===== config.mk =====
export PLATFORM = sky130hd
export DESIGN_NAME = alu8_flag_unit
export DESIGN_NICKNAME = d
export VERILOG_FILES = /design/src/rtl/alu8_pkg.sv /design/src/rtl/alu8_carry_probe.sv /design/src/rtl/alu8_core8.sv /design/src/rtl/alu8_wide_ofs.sv /design/src/rtl/alu8_flag_unit.sv
export SDC_FILE = /design/constraint.sdc
export NUM_CORES = 1
export LEC_CHECK = 0
export CAP_MARGIN = 5
export CORE_MARGIN = 10
export CORE_UTILIZATION = 55
export DETAILED_ROUTE_END_ITERATION = 12
export DONT_BUFFER_PORTS = 1
export PLACE_DENSITY = 0.7
export SYNTH_ARGS = -nofsm -noshare
export SYNTH_HDL_FRONTEND = slang
export SYNTH_SLANG_ARGS = --single-unit

===== constraint.sdc =====
create_clock -name vclk -period 3.3
set_input_delay 0.66 -clock vclk [all_inputs]
set_output_delay 0.66 -clock vclk [all_outputs]
set_load 0.05 [all_outputs]

===== src/rtl/alu8_pkg.sv =====
package alu8_pkg;
   typedef enum logic [2:0] {
      ALU_ADD_IMM = 3'd0,
      ALU_DEC     = 3'd1,
      ALU_XOR     = 3'd2,
      ALU_CPL     = 3'd3,
      ALU_SP_OFS  = 3'd4
   } alu_op_e;

   localparam int FLAG_W = 4;
   localparam int FZ = 3;
   localparam int FN = 2;
   localparam int FH = 1;
   localparam int FC = 0;

   localparam logic [FLAG_W-1:0] MASK_ALL  = 4'b1111;
   localparam logic [FLAG_W-1:0] MASK_DEC  = 4'b1110;
   localparam logic [FLAG_W-1:0] MASK_CPL  = 4'b0110;
   localparam logic [FLAG_W-1:0] MASK_NONE = 4'b0000;
endpackage


===== src/rtl/alu8_carry_probe.sv =====
module alu8_carry_probe #(
   parameter int W = 8
) (
   input  logic [W-1:0] a,
   input  logic [W-1:0] b,
   output logic [W-1:0] sum,
   output logic [W:0]   cvec
);
   logic [W:0] full;
   always_comb begin
      full = {1'b0, a} + {1'b0, b};
      sum  = full[W-1:0];
      cvec = {1'b0, a} ^ {1'b0, b} ^ full;
   end
endmodule


===== src/rtl/alu8_core8.sv =====
module alu8_core8
   import alu8_pkg::*;
#(
   parameter int DATA_W = 8
) (
   input  alu_op_e             op,
   input  logic [DATA_W-1:0]   a8,
   input  logic [DATA_W-1:0]   b8,
   input  logic [FLAG_W-1:0]   fin,
   output logic                hit,
   output logic [DATA_W-1:0]   r8,
   output logic [FLAG_W-1:0]   fout,
   output logic [FLAG_W-1:0]   fmask
);
   localparam int NIB_W = DATA_W / 2;

   logic [DATA_W-1:0] add_sum;
   logic [DATA_W:0]   add_cv;

   alu8_carry_probe #(.W(DATA_W)) u_add (
      .a(a8), .b(b8), .sum(add_sum), .cvec(add_cv)
   );

   always_comb begin
      hit   = 1'b1;
      r8    = '0;
      fout  = fin;
      fmask = MASK_NONE;
      case (op)
         ALU_ADD_IMM: begin
            r8       = add_sum;
            fout[FN] = 1'b0;
            fout[FH] = add_cv[NIB_W];
            fout[FC] = add_cv[DATA_W];
            fmask    = MASK_ALL;
         end
         ALU_DEC: begin
            r8       = a8 - 1'b1;
            fout[FN] = 1'b1;
            fout[FH] = ~|a8[NIB_W-1:0];
            fmask    = MASK_DEC;
         end
         ALU_XOR: begin
            r8       = a8 ^ b8;
            fout[FN] = 1'b0;
            fout[FH] = 1'b0;
            fout[FC] = 1'b0;
            fmask    = MASK_ALL;
         end
         ALU_CPL: begin
            r8       = ~a8;
            fout[FN] = 1'b1;
            fout[FH] = 1'b1;
            fmask    = MASK_CPL;
         end
         default: hit = 1'b0;
      endcase
      if (hit && fmask[FZ]) fout[FZ] = (r8 == '0);
   end
endmodule


===== src/rtl/alu8_wide_ofs.sv =====
module alu8_wide_ofs
   import alu8_pkg::*;
#(
   parameter int DATA_W = 8,
   parameter int WIDE_W = 16,
   parameter bit ENABLE = 1'b1
) (
   input  logic [WIDE_W-1:0] base,
   input  logic [DATA_W-1:0] ofs,
   input  logic [FLAG_W-1:0] fin,
   output logic [WIDE_W-1:0] r16,
   output logic [FLAG_W-1:0] fout,
   output logic [FLAG_W-1:0] fmask
);
   localparam int NIB_W = DATA_W / 2;

   generate
      if (ENABLE) begin : g_on
         logic [WIDE_W-1:0] ext;
         logic [WIDE_W-1:0] sum;
         logic [WIDE_W:0]   cv;

         assign ext = {{(WIDE_W-DATA_W){ofs[DATA_W-1]}}, ofs};

         alu8_carry_probe #(.W(WIDE_W)) u_wadd (
            .a(base), .b(ext), .sum(sum), .cvec(cv)
         );

         always_comb begin
            r16      = sum;
            fout     = fin;
            fout[FZ] = 1'b0;
            fout[FN] = 1'b0;
            fout[FH] = cv[NIB_W];
            fout[FC] = cv[DATA_W];
            fmask    = MASK_ALL;
         end
      end else begin : g_off
         always_comb begin
            r16   = '0;
            fout  = fin;
            fmask = MASK_NONE;
         end
      end
   endgenerate
endmodule


===== src/rtl/alu8_flag_unit.sv =====
module alu8_flag_unit
   import alu8_pkg::*;
#(
   parameter int DATA_W     = 8,
   parameter int WIDE_W     = 16,
   parameter bit HAS_SP_OFS = 1'b1
) (
   input  logic [2:0]        op_sel,
   input  logic [WIDE_W-1:0] opnd_a,
   input  logic [DATA_W-1:0] opnd_b,
   input  logic [3:0]        flags_in,
   output logic [WIDE_W-1:0] result,
   output logic [3:0]        flags_out,
   output logic [3:0]        flags_upd
);
   generate
      if (WIDE_W != 2 * DATA_W) begin : g_bad_wide
         $error("WIDE_W must be twice DATA_W");
      end
      if (DATA_W < 4 || DATA_W % 2 != 0) begin : g_bad_data
         $error("DATA_W must be even and at least 4");
      end
   endgenerate

   alu_op_e op;
   assign op = alu_op_e'(op_sel);

   logic                hit8;
   logic [DATA_W-1:0]   r8;
   logic [FLAG_W-1:0]   f8, m8;
   logic [WIDE_W-1:0]   r16;
   logic [FLAG_W-1:0]   f16, m16;

   alu8_core8 #(.DATA_W(DATA_W)) u_core8 (
      .op(op), .a8(opnd_a[DATA_W-1:0]), .b8(opnd_b), .fin(flags_in),
      .hit(hit8), .r8(r8), .fout(f8), .fmask(m8)
   );

   alu8_wide_ofs #(.DATA_W(DATA_W), .WIDE_W(WIDE_W), .ENABLE(HAS_SP_OFS)) u_wide (
      .base(opnd_a), .ofs(opnd_b), .fin(flags_in),
      .r16(r16), .fout(f16), .fmask(m16)
   );

   always_comb begin
      if (hit8) begin
         result    = {{(WIDE_W-DATA_W){1'b0}}, r8};
         flags_out = f8;
         flags_upd = m8;
      end else if (op == ALU_SP_OFS) begin
         result    = r16;
         flags_out = f16;
         flags_upd = m16;
      end else begin
         result    = '0;
         flags_out = flags_in;
         flags_upd = MASK_NONE;
      end
   end
endmodule


==> impl_results.md <==
* Die Ht at 67.39 um
* DRT Wirelength at around 4.7 mm
* Synthesized Nets at 228
* Crit-path max cell delay at 0.37 ns
* Antenna Nets Post-Route at 0
* CP endpoint kind: output pin
* Port Buffer Count at 0
* Gr ovfl total at 0
* Buf/Inv on CP at 2
* Worst path top cell family by delay: compound AO/OA/AOI/OAI gates
* Vias in the first global route at 1499
* Crit-path cells: ha_4, fa_2, buf_6, a21o_1, a21oi_2, xnor2_2, a221oi_2, nand4_1, a22oi_2, buf_12
* Cts hold-fix bufs at 0
* Setup tns final at 0 ns
* Syn Std Cell Area at 0.001235 mm^2
* Vias per cell at between 6 and 7
* Final HPWL DP at 3.586 mm
* Largest net degree at the start of global routing at 19
* Die width at between 60 and 70 um
* Max-cap viol count at 0
* YS warnings at 0
* Crit-path max FO at 7
* IO Pins at between 50 and 60
* Tcrit/Tclk final at 0.9977
* Max Transition Viols Final at 0
* Total track usage at 0.1824
* Layout cell share with drive strength beyond 1 at 0.3107
* Synth cell types at 44
* Status: finished clean
* Iter 0 DRT Violations at 118
* Worst path required time at 2.64 ns
* Fin. Hold Viols at 0
* Crit path launch type: input pin
* Post-Syn Area per Cell at between 6 and 7 um^2
* Global-route wire length before repair at approximately 6.9 mm
* Sequential cell area fraction in the yosys report at 0
* Max stage delay cell, worst path: fa_2
* Die area at between 0.004 and 0.005 mm^2
* Core Region at 0.002170 mm^2
* Finish-stage setup viols at 0
* Clock buffer count in the final layout at 0
* Seq Cell Count at 0
* GP Congestion at 0.9296
* FF+latch area at 0 um^2
* Wire length per cell at 20.15 um
* Layout Nets at 257
* Fmax at 303.7 MHz
* Commonest non-fill, non-tap cell in the layout: buf_4
* Hold_ws at 1.544 ns
* Crit path kind: in2out
* Ant. Diodes at 0
* Syn Inst Count at about 180
* Area added between synthesis and finish at 41.74%
* Most frequent cells in the layout: 28 x buf_4, 15 x ha_1, 14 x nor2_1, 14 x nand2_1, 14 x a21oi_1
* Minimum clock period after layout at 3.292 ns
* Drt pass-1 iters at 5
* Vias at 1537
* Leak at 0.7276 nW
* FP Rows at 17
* Hold Crit Class: in2out
* Initial antenna violation count at 0
* CP Data Arrival Time at 2.63 ns
* Worst slew pin tran at 0.9848 ns
* Initial core utilization at 0.5692
* RSZ-0062 raised after global routing: yes
* Rel. slew slack at 0.3391
* Drc violations at 0
* Power per cell area at 235.7 mW/mm^2
* Worst vdd ir at 0.0001633 V
## through the flow
| stage | total power (W) | instances | area [um^2] | setup slack (ns) | utilization |
|---|---|---|---|---|---|
| 2_1_floorplan | 0.0002742 | 179 | 1285 | -0.1915 | - |
| 3_3_place_gp | 0.0003590 | 229 | 1592 | -0.03664 | 0.7336 |
| 3_5_place_dp | 0.0003660 | 229 | 1592 | -0.1135 | 0.7336 |
| 4_1_cts | 0.0003778 | 231 | 1649 | 0.006608 | 0.7601 |
| 5_1_grt | 0.0004362 | 234 | 1750 | -0.07556 | 0.8068 |
| 6_report | 0.0004125 | 234 | 1750 | 0.007513 | 0.8068 |
## where the power goes
part	switching [W]	internal (W)	total [W]
combinational	0.000245	0.000167	0.000412
clock	0	0	0
sequential	0	0	0
total	0.000245	0.000167	0.000412
## cells by family after synthesis
| kind of cell | count (synthesis) | share of synthesized area |
|---|---|---|
| multiplexers | 4 | 0.04255 |
| AND/OR/NAND/NOR | 55 | 0.2209 |
| adder cells (fa/ha/maj) | 18 | 0.1884 |
| AO/OA/AOI/OAI | 69 | 0.3708 |
| XOR/XNOR | 16 | 0.1135 |
| buffers and inverters | 17 | 0.06383 |
## area by class of cell
| cell class | count | area (um^2) |
|---|---|---|
| Fill cell | 152 | 419.2 |
| Timing Repair Buffer | 36 | 361.6 |
| Inverter | 8 | 30.03 |
| Tap cell | 28 | 35.03 |
| Multi-Input combinational cell | 162 | 1324 |
## metal layers
layer / wire [um] / GRT usage / up-vias
li1: - / - / 727
met1: 1876 / 0.2211 / 713
met2: 2309 / 0.3294 / 87
met3: 483 / 0.04628 / 10
met4: 44 / 0.01026 / 0
met5: 0 / 0 / -
## path summary, 6_finish.rpt
| path | start | endpoint | slack (ns) | depth (start not counted) |
|---|---|---|---|---|
| setup / recovery | opnd_a[0] | flags_out[3] | 0.008 | 10 |
| hold / removal | op_sel[2] | result[1] | 1.54 | 2 |
## what timing repair did
item | CTS | global route
resized for setup | 8 | 12
endpoints found under the setup margin | 2 | 6
pin swaps | 7 | 13
setup buffers | 2 | 3
## cells in the mapped netlist, drive strengths merged, types with 2 or more instances
cell type	number	area [um^2]
a211o	2	17.52
a211oi	4	30.03
a21o	4	30.03
a21oi	17	85.08
a221oi	3	32.53
a22oi	2	15.01
buf	5	33.78
clkbuf	4	15.01
ha	17	212.7
inv	8	30.03
mux2i	3	30.03
nand2	14	52.55
nand3	2	10.01
nand4	2	12.51
nor2	18	67.56
nor2b	3	18.77
nor3	2	10.01
nor3b	2	20.02
o211ai	4	30.03
o21a	6	45.04
o21ai	15	75.07
o21bai	4	30.03
o22ai	2	12.51
or2	2	12.51
or3	4	25.02
or4	2	15.01
xnor2	7	61.31
xor2	9	78.83
Power figures use the tool's default switching activity.
